$ cat src/rtl/cc_eval_pkg.sv
package cc_eval_pkg;
  typedef struct packed {
    logic of_f;
    logic cf_f;
    logic zf_f;
    logic sf_f;
    logic pf_f;
  } cc_flags_t;

  localparam logic [3:0] GRP_BRANCH = 4'h8;
  localparam logic [3:0] GRP_SET    = 4'h9;
endpackage

$ cat src/rtl/cc_pred.sv
module cc_pred
  import cc_eval_pkg::*;
(
  input  cc_flags_t  flags,
  input  logic [2:0] sel,
  input  logic       inv,
  output logic       hold
);
  logic raw;
  logic lt;

  assign lt = flags.sf_f ^ flags.of_f;

  always_comb begin
    case (sel)
      3'd0:    raw = flags.of_f;
      3'd1:    raw = flags.cf_f;
      3'd2:    raw = flags.zf_f;
      3'd3:    raw = flags.cf_f | flags.zf_f;
      3'd4:    raw = flags.sf_f;
      3'd5:    raw = flags.pf_f;
      3'd6:    raw = lt;
      default: raw = lt | flags.zf_f;
    endcase
  end

  assign hold = raw ^ inv;
endmodule

$ cat src/rtl/cc_disp_ext.sv
module cc_disp_ext #(
  parameter int ADDR_W  = 32,
  parameter int SHORT_W = 16
) (
  input  logic [ADDR_W-1:0] disp,
  input  logic              wide,
  output logic [ADDR_W-1:0] disp_x
);
  localparam int EXT_W = ADDR_W - SHORT_W;

  logic [ADDR_W-1:0] short_x;

  assign short_x = {{EXT_W{disp[SHORT_W-1]}}, disp[SHORT_W-1:0]};
  assign disp_x  = wide ? disp : short_x;
endmodule

$ cat src/rtl/cc_out_stage.sv
module cc_out_stage #(
  parameter int ADDR_W  = 32,
  parameter int RES_W   = 8,
  parameter int REG_OUT = 1
) (
  input  logic              clk,
  input  logic              rst_n,
  input  logic [ADDR_W-1:0] ip_d,
  input  logic              taken_d,
  input  logic [RES_W-1:0]  sb_d,
  input  logic              ill_d,
  output logic [ADDR_W-1:0] ip_q,
  output logic              taken_q,
  output logic [RES_W-1:0]  sb_q,
  output logic              ill_q
);
  generate
    if (REG_OUT != 0) begin : g_reg
      logic [ADDR_W-1:0] ip_r,    ip_nx;
      logic              taken_r, taken_nx;
      logic [RES_W-1:0]  sb_r,    sb_nx;
      logic              ill_r,   ill_nx;

      always_comb begin
        ip_nx    = ip_d;
        taken_nx = taken_d;
        sb_nx    = sb_d;
        ill_nx   = ill_d;
      end

      always_ff @(posedge clk or negedge rst_n) begin
        if (!rst_n) begin
          ip_r    <= '0;
          taken_r <= 1'b0;
          sb_r    <= '0;
          ill_r   <= 1'b0;
        end else begin
          ip_r    <= ip_nx;
          taken_r <= taken_nx;
          sb_r    <= sb_nx;
          ill_r   <= ill_nx;
        end
      end

      assign ip_q    = ip_r;
      assign taken_q = taken_r;
      assign sb_q    = sb_r;
      assign ill_q   = ill_r;
    end else begin : g_comb
      logic unused_ok;
      assign unused_ok = clk ^ rst_n;
      assign ip_q    = ip_d;
      assign taken_q = taken_d;
      assign sb_q    = sb_d;
      assign ill_q   = ill_d;
    end
  endgenerate
endmodule

$ cat src/rtl/cond_branch_eval.sv
module cond_branch_eval
  import cc_eval_pkg::*;
#(
  parameter int ADDR_W  = 32,
  parameter int SHORT_W = 16,
  parameter int RES_W   = 8,
  parameter int REG_OUT = 1
) (
  input  logic              clk,
  input  logic              rst_n,
  input  logic [7:0]        opcode,
  input  logic              set_mode,
  input  logic              wide_op,
  input  logic [ADDR_W-1:0] disp,
  input  logic [ADDR_W-1:0] ip_in,
  input  logic              flag_of,
  input  logic              flag_cf,
  input  logic              flag_zf,
  input  logic              flag_sf,
  input  logic              flag_pf,
  output logic [ADDR_W-1:0] ip_next,
  output logic              taken,
  output logic [RES_W-1:0]  set_byte,
  output logic              illegal
);
  cc_flags_t         flags;
  logic              hold;
  logic              legal;
  logic              taken_d;
  logic [ADDR_W-1:0] disp_x;
  logic [ADDR_W-1:0] ip_d;
  logic [RES_W-1:0]  sb_d;

  assign flags = '{of_f: flag_of, cf_f: flag_cf, zf_f: flag_zf,
                   sf_f: flag_sf, pf_f: flag_pf};

  cc_pred u_pred (
    .flags (flags),
    .sel   (opcode[3:1]),
    .inv   (opcode[0]),
    .hold  (hold)
  );

  cc_disp_ext #(.ADDR_W(ADDR_W), .SHORT_W(SHORT_W)) u_ext (
    .disp   (disp),
    .wide   (wide_op),
    .disp_x (disp_x)
  );

  always_comb begin
    legal   = set_mode ? (opcode[7:4] == GRP_SET) : (opcode[7:4] == GRP_BRANCH);
    taken_d = legal & hold;
    ip_d    = (!set_mode && taken_d) ? (ip_in + disp_x) : ip_in;
    sb_d    = '0;
    sb_d[0] = set_mode & taken_d;
  end

  cc_out_stage #(.ADDR_W(ADDR_W), .RES_W(RES_W), .REG_OUT(REG_OUT)) u_out (
    .clk     (clk),
    .rst_n   (rst_n),
    .ip_d    (ip_d),
    .taken_d (taken_d),
    .sb_d    (sb_d),
    .ill_d   (~legal),
    .ip_q    (ip_next),
    .taken_q (taken),
    .sb_q    (set_byte),
    .ill_q   (illegal)
  );
endmodule

$ cat config.mk
export PLATFORM = sky130hd
export DESIGN_NAME = cond_branch_eval
export DESIGN_NICKNAME = d
export VERILOG_FILES = /design/src/rtl/cc_eval_pkg.sv /design/src/rtl/cc_pred.sv /design/src/rtl/cc_disp_ext.sv /design/src/rtl/cc_out_stage.sv /design/src/rtl/cond_branch_eval.sv
export SDC_FILE = /design/constraint.sdc
export NUM_CORES = 1
export LEC_CHECK = 0
export ABC_AREA = 1
export BUFFER_PORTS_ARGS = -buffer_cell sky130_fd_sc_hd__buf_2
export CORE_ASPECT_RATIO = 1.1
export CORE_MARGIN = 2
export CORE_UTILIZATION = 55
export CTS_BUF_LIST = sky130_fd_sc_hd__clkbuf_8
export CTS_CLUSTER_DIAMETER = 50
export DETAILED_ROUTE_END_ITERATION = 8
export PLACE_DENSITY = 0.85
export SLEW_MARGIN = 5
export SYNTH_ARGS = -nofsm -noshare
export SYNTH_HDL_FRONTEND = slang
export SYNTH_SLANG_ARGS = --single-unit
$ cat constraint.sdc
create_clock -name clk -period 0.8 [get_ports clk]
set_input_delay 0.12 -clock clk [delete_from_list [all_inputs] [get_ports clk]]
set_output_delay 0.12 -clock clk [all_outputs]
set_load 0.05 [all_outputs]
==> results of run 1 <==
-- cell families after synthesis --
logic type	synth area share
adders and majority gates	0.102
and+or+nand+nor	0.456
other	0.000940
DFF	0.220
AOI/OAI and AO/OA	0.0295
buffers and inverters	0.155
xor gates and xnor gates	0.0373
-- cells in the mapped netlist, drive strengths merged --
cell type and instances:
nor3 6, inv 134, a21oi 18, a21o 2, clkbuf 2, xor2 14, o21bai 1, o21ai 1
fa 1, nand2 382, buf 14, nor2 38, and2 2, or2 1, ha 31, nand3 30
nand4 4, conb 1, dfrtp 35, xnor2 3
-- stage by stage --
step / util / worst slack (ns) / area, um^2 / cells / TNS (ns)
floorplan: - / -0.907 / 4560 / 726 / -17.50
global placement: 0.789 / -1.19 / 5530 / 962 / -27.30
detailed placement: 0.789 / -1.23 / 5530 / 962 / -29.20
==> flow_summary_export.csv, run 1 <==
group,metric,value,unit
cts,cts_num_sinks,35,
floorplan,start_util,0.569,
cts,clock-root-buffer,"clkbuf_8",
synth,synthDistinctLibCells,25,
synth,synthTopCellsByArea,"nand2_1, dfrtp_1, inv_1",
synth,synth_area_per_cell,5.54,um^2
cts,ctsHoldBuffers,1,
status,status,"aborted with a tool error",
status,error,"[ERROR DPL-0033] detailed placement checks failed during check placement.",
synth,synthesis.area,3990,um^2
status,haltStage,"clock tree synthesis (4_1_cts)",
cts,cts_resized,259,
cts,post_cts_buffers,30,
cts,clockBufferDepth,2,
synth,synth_cells,720,
synth,synth_seq_cells,35,
floorplan,die_w,85.2,um
place,io_buffers,115,
synth,synth_top_area_share,0.359,
cts,cts.htree.levels,2,
synth,synth_seq_area_share,0.220,
floorplan,rows,32,
synth,yosysWarnings,0,
cts,cts_buffers,5,
place,hpwl,11.4,mm
place,gp_congestion,0.991,
synth,yosysTopAreaCell,"nand2_1",
floorplan,io_pins,123,
floorplan,die_y,93.3,um
==> inputs of run 2 (changes only) <==
Settings changed: CORE_ASPECT_RATIO 1.1 to not set, CORE_UTILIZATION 55 to 40, CTS_BUF_LIST sky130_fd_sc_hd__clkbuf_8 to not set, CTS_CLUSTER_DIAMETER 50 to not set, PLACE_DENSITY 0.85 to not set, PLACE_DENSITY_LB_ADDON set to 0.15.
==> flow_summary_export.csv, run 2 <==
group,metric,value,unit
grt,grt_max_degree,36,
cells_and_area,mostFrequentLayoutCell,"nand2_1",
synth,synth_seq_area_share,0.220,
routing,drt-vias-per-instance,4.70,
synth,synth_edf_count,0,
grt,grt_pass1_vias,4955,
grt,grt_pass1_wl,23.5,mm
synth,synth_top_family_by_area,"simple AND/OR/NAND/NOR gates",
critical_path,crit_buf_inv,6,
place,hpwl,10.7,mm
synth,yosysWarnings,0,
cts,clockBufferDepth,2,
synth,ys_top_cells_by_count,"nand2_1, inv_1, nor2_1",
cells_and_area,syn2layout_area_growth,80.9,%
floorplan,start_util,0.410,
synth,synth_fa_ha_area_frac,0.102,
timing,maxSlewViolCount,0,
cells_and_area,diodes,0,
grt,grt_antenna_before_repair,0,
routing,route.detailed.drc,0,
synth,synthMuxAreaShare,0,
cts,cts.clk_slew.worst_paths,0.09,ns
floorplan,core_area,9730,um^2
routing,drt_iter0_drc,175,
floorplan,die_y,104,um
routing,wl_per_cell,14.3,um
synth,yosysTopAreaCell,"nand2_1",
routing,final_antenna_net_count,0,
critical_path,max_stage_delay,0.22,ns
timing,finalHoldViolCount,0,
timing,max_freq,0.642,GHz
critical_path,required,1.00,ns
routing,first_pass_iters,5,
synth,synthTopCellsByArea,"nand2_1, dfrtp_1, inv_1",
cells_and_area,final_core_utilization,0.742,
timing,layout_min_cycle_time,1.56,ns
synth,postSynth.asyncResetShare,1.00,
timing,setup_viol,67,
floorplan,io_pins,123,
floorplan,die_w,104,um
place,gp_congestion,0.942,
synth,synthDistinctLibCells,25,
critical_path,endpoint_kind,"register",
cells_and_area,nNetsFinal,1025,
cells_and_area,layout-drive-gt1-share,0.499,
pwr,p_leak,3.99,nW
cts,cts_tree,"built",
status,violations,"setup timing",
synth,synthesis.area,3990,um^2
synth,synth_xor_area_frac,0.0373,
cts,clock-root-buffer,"clkbuf_8",
timing,worst_slack,-0.759,ns
critical_path,crit_type,"in -> reg",
cells_and_area,n_fill_cell,785,
cells_and_area,final_cell_mix,"nand2_1, inv_1, nand2_2, buf_6, buf_2",
routing,routed_wl,14.9,mm
place,io_buffers,115,
synth,synth_top_area_share,0.359,
synth,synth_area_per_cell,5.54,um^2
flow_run,cap_violations,0,
hold_path,holdPathStages,3,
critical_path,crit_arrival,1.75,ns
status,status,"finished, violations left",
synth,synth_compound_area_frac,0.0295,
routing,vias,4921,
critical_path,start_kind,"input pin",
pwr,ir_drop,0.738,mV
cts,cts_buffers,5,
synth,synth_most_common_cell,"nand2_1",
floorplan,rows,36,
pwr,power_density,1210,nW/um^2
critical_path,crit_chain,"buf_8 > inv_6 > nand2_8 > buf_12 > buf_6 > nand2_4 > ha_4 > nand2_4 > inv_4 > nand2_4 > buf_4 > nor2_2 > a21oi_2 > nand2_1 > nand2_1 > nand2_2 > nand2_2 > nand2_1",
timing,grt_setup_unrepaired,"yes",
synth,synthSimpleGateAreaFrac,0.456,
synth,synth_cells,720,
critical_path,crit_slowest_cell,"ha_4",
critical_path,crit_fanout,6,
cts,cts.htree.levels,2,
cts,cts_num_sinks,35,
floorplan,dieArea,10800,um^2
critical_path,path_delay_family,"simple AND/OR/NAND/NOR gates",
synth,synth_top_flop_cell,"dfrtp_1",
cells_and_area,fin_area,7220,um^2
hold_path,hp-start,"ip_in[14]",
grt,grt_use_total,0.269,
synth,synth_seq_cells,35,
cells_and_area,largest_reg_flops,32,
hold_path,hold_end,"u_out.ip_q[14]",
timing,min_period_over_period,1.95,
place,placed_area,5570,um^2
hold_path,hold_class,"in -> reg",
grt,grt_overflow,0,
## run 2: cell counts after synthesis
Identical to the previous run, type by type.
## run 2: report_power, final
group          total (mW)  internal (mW)  switching, mW
Combinational        5.27           2.26           3.01
Sequential           1.92           1.87         0.0515
Clock                1.53          0.706          0.829
## run 2: metrics by stage
stage,setup TNS (ns),power [mW],setup slack (ns),instances,hold WS [ns]
global route,-25.22,9.28,-0.835,1046,0.0170
global placement,-28.30,5.70,-1.17,1008,0.104
detailed placement,-29.03,5.73,-1.21,1008,0.109
CTS,-21.00,8.28,-0.714,1037,0.00240
floorplan,-17.50,4.47,-0.907,726,-0.176
finish,-21.97,8.73,-0.759,1046,0.0162
## run 2: kinds of logic (layout without fill, tap and decap cells)
kind of cell,count (synthesis),after routing
and+or+nand+nor,463,463
buffers and inverters,150,337
DFF,35,35
adders and majority gates,32,32
AOI/OAI and AO/OA,22,22
xor gates and xnor gates,17,17
other,1,7
## run 2: routing by layer
layer / up-vias / global-route usage / wire (um) / share of wire
li1: 2501 / - / - / -
met1: 2234 / 0.357 / 6640 / 0.44
met2: 161 / 0.452 / 7260 / 0.49
met3: 25 / 0.0395 / 748 / 0.050
met4: 0 / 0.0811 / 299 / 0.020
met5: - / 0 / 0 / 0
## run 2: worst max path at each step
stage / start / to / slack [ns] / cells after the start
global route: wide_op / u_out.ip_q[27] / -0.83 / 19
global placement: wide_op / u_out.ip_q[18] / -1.17 / 15
floorplan: wide_op / u_out.ip_q[31] / -0.91 / 16
finish: wide_op / u_out.ip_q[27] / -0.76 / 18
detailed placement: wide_op / u_out.ip_q[27] / -1.21 / 16
CTS: wide_op / u_out.ip_q[27] / -0.71 / 16
## run 2: repair_timing
| item | CTS | global route |
|---|---|---|
| hold buffers | 1 | 0 |
| gates cloned | 2 | 0 |
| pin swaps | 81 | 78 |
| setup endpoints to repair | 68 | 68 |
| setup buffers | 21 | 16 |
| endpoints found under the hold margin | 35 | 0 |
| resized for setup | 266 | 118 |
## run 2: final cells by class
class                      instances  area (um^2)  share of cell area
multi-input combinational        541         3840               0.533
clock buffer                       6         82.6              0.0114
tap                              133          166              0.0231
timing repair buffer             195         1690               0.234
clock inverter                     2         16.3             0.00225
inverter                         134          546              0.0756
sequential                        35          876               0.121
(Power assumes the default switching activity.)
==> inputs of run 3 (changes only) <==
Settings changed: ABC_CLOCK_PERIOD_IN_PS set to 1900, SKIP_CTS_REPAIR_TIMING set to 1.
Clock period 0.8 ns to 1.9 ns, I/O delays scaled along.
==> flow_summary_export.csv, run 3 (synthesis results as in run 2) <==
group,metric,value,unit
timing,layout_min_cycle_time,1.77,ns
cts,cts_num_sinks,35,
place,hpwl,9.91,mm
pwr,switching_share,0.429,
critical_path,crit_type,"in -> reg",
cts,cts_buffers,5,
pwr,clkPwrFrac,0.243,
critical_path,endpoint_kind,"register",
flow_run,cap_violations,0,
routing,first_pass_iters,5,
cells_and_area,fin_area,5310,um^2
cells_and_area,syn2layout_area_growth,33.0,%
pwr,p_comb_frac,0.492,
place,gp_congestion,1.00,
floorplan,die_y,104,um
cells_and_area,layout-drive-gt1-share,0.233,
floorplan,io_pins,123,
cts,cts.htree.levels,2,
place,placed_area,4990,um^2
grt,grt_use_total,0.224,
place,io_buffers,115,
timing,setup_viol,0,
critical_path,required,2.10,ns
floorplan,die_w,104,um
cts,cts_tree,"built",
cts,clockBufferDepth,2,
timing,min_period_over_period,0.929,
timing,finalHoldViolCount,0,
cts,cts.clk_slew.worst_paths,0.09,ns
floorplan,core_area,9730,um^2
critical_path,crit_arrival,1.97,ns
timing,grt_setup_unrepaired,"yes",
pwr,ir_drop,0.280,mV
cells_and_area,final_core_utilization,0.545,
pwr,p_switching,1.30,mW
cells_and_area,diodes,0,
pwr,seqPwrFrac,0.264,
place,pre_cts_ws,-0.247,ns
cells_and_area,mostFrequentLayoutCell,"nand2_1",
routing,drt-vias-per-instance,4.61,
pwr,p_int,1.73,mW
routing,wl_per_cell,12.3,um
routing,final_antenna_net_count,0,
routing,vias,4632,
timing,max_freq,0.566,GHz
critical_path,crit_fanout,11,
routing,drt_iter0_drc,199,
cells_and_area,largest_reg_flops,32,
cells_and_area,final_cell_mix,"nand2_1, inv_1, buf_2, buf_4, dfrtp_1",
timing,maxSlewViolCount,0,
cells_and_area,n_fill_cell,1016,
pwr,power_density,570,nW/um^2
grt,grt_pass1_vias,4307,
floorplan,dieArea,10800,um^2
grt,grt_antenna_before_repair,0,
floorplan,rows,36,
routing,route.detailed.drc,0,
routing,routed_wl,12.3,mm
status,status,"complete, no violations",
pwr,p_leak,3.43,nW
critical_path,start_kind,"input pin",
cts,clock-root-buffer,"clkbuf_8",
grt,grt_max_degree,22,
floorplan,start_util,0.410,
timing,worst_slack,0.134,ns
cells_and_area,nNetsFinal,984,
grt,grt_pass1_wl,19.8,mm
hold_path,hold_class,"in -> reg",
grt,grt_overflow,0,
==> run 3: cell count changes in the layout (fill, tap and decap cells not counted), moves of 14 or more <==
cell and delta:
nand2_4 -36, ha_4 -18, inv_2 -16, buf_2 +55, ha_1 +17, buf_4 -20
nor2_1 +15, nand2_2 -82, nand2_1 +121, nand3_1 +14, inv_1 +26, buf_6 -66
==> run 3: power by group through the flow <==
| stage | registers [mW] | logic (mW) | clock network (mW) |
|---|---|---|---|
| after floorplan | 0.974 | 0.785 | 0 |
| after global placement | 0.813 | 1.38 | 0 |
| after detailed placement | 0.813 | 1.39 | 0 |
| after CTS | 0.799 | 1.40 | 0.746 |
| after global routing | 0.802 | 1.66 | 0.775 |
| final | 0.799 | 1.49 | 0.735 |
==> run 3: stage by stage <==
step	power [mW]	hold slack (ns)	std cells	TNS, ns
6_report	3.02	0.191	1005	0
5_1_grt	3.24	0.194	1005	-0.107
4_1_cts	2.94	-0.0414	1002	0
3_5_place_dp	2.20	0.290	994	-3.24
3_3_place_gp	2.19	0.279	994	-2.94
2_1_floorplan	1.76	-0.0106	726	0
==> run 3: final cells by class <==
cell class                      count  area (um^2)  area share
Tap cell                          133          166      0.0314
Timing Repair Buffer              153          876       0.165
Clock buffer                        5         68.8      0.0130
Inverter                          134          503      0.0948
Multi-Input combinational cell    542         2770       0.523
Clock inverter                      3         43.8     0.00825
Sequential cell                    35          876       0.165
==> run 3: final timing paths <==
path / from / endpoint / slack [ns] / depth (start not counted)
setup / recovery: wide_op / u_out.ip_q[31] / 0.13 / 15
hold / removal: opcode[5] / u_out.ill_q / 0.19 / 3
max in group asynchronous: rst_n / u_out.ip_q[4] / 0.95 / 3
min in group asynchronous: rst_n / u_out.ip_q[9] / 0.47 / 2
==> run 3: layer usage <==
metal,wire length (um),up-vias,global-route usage
met2,5510,132,0.376
met5,0,-,0
met4,207,0,0.0454
li1,-,2421,-
met1,5900,2063,0.306
met3,695,16,0.0320
==> run 3: critical path: stages <==
cell and delay [ns]:
buf_2 0.13, buf_4 0.18, nand2_1 0.06, nand2_1 0.11
ha_4 0.32, nand2_2 0.07, inv_2 0.08, nand2_4 0.07
nor3_4 0.20, and2_4 0.17, nand2_1 0.05, nand3_1 0.07
nand2_1 0.05, nand2_1 0.05, nand2_1 0.05
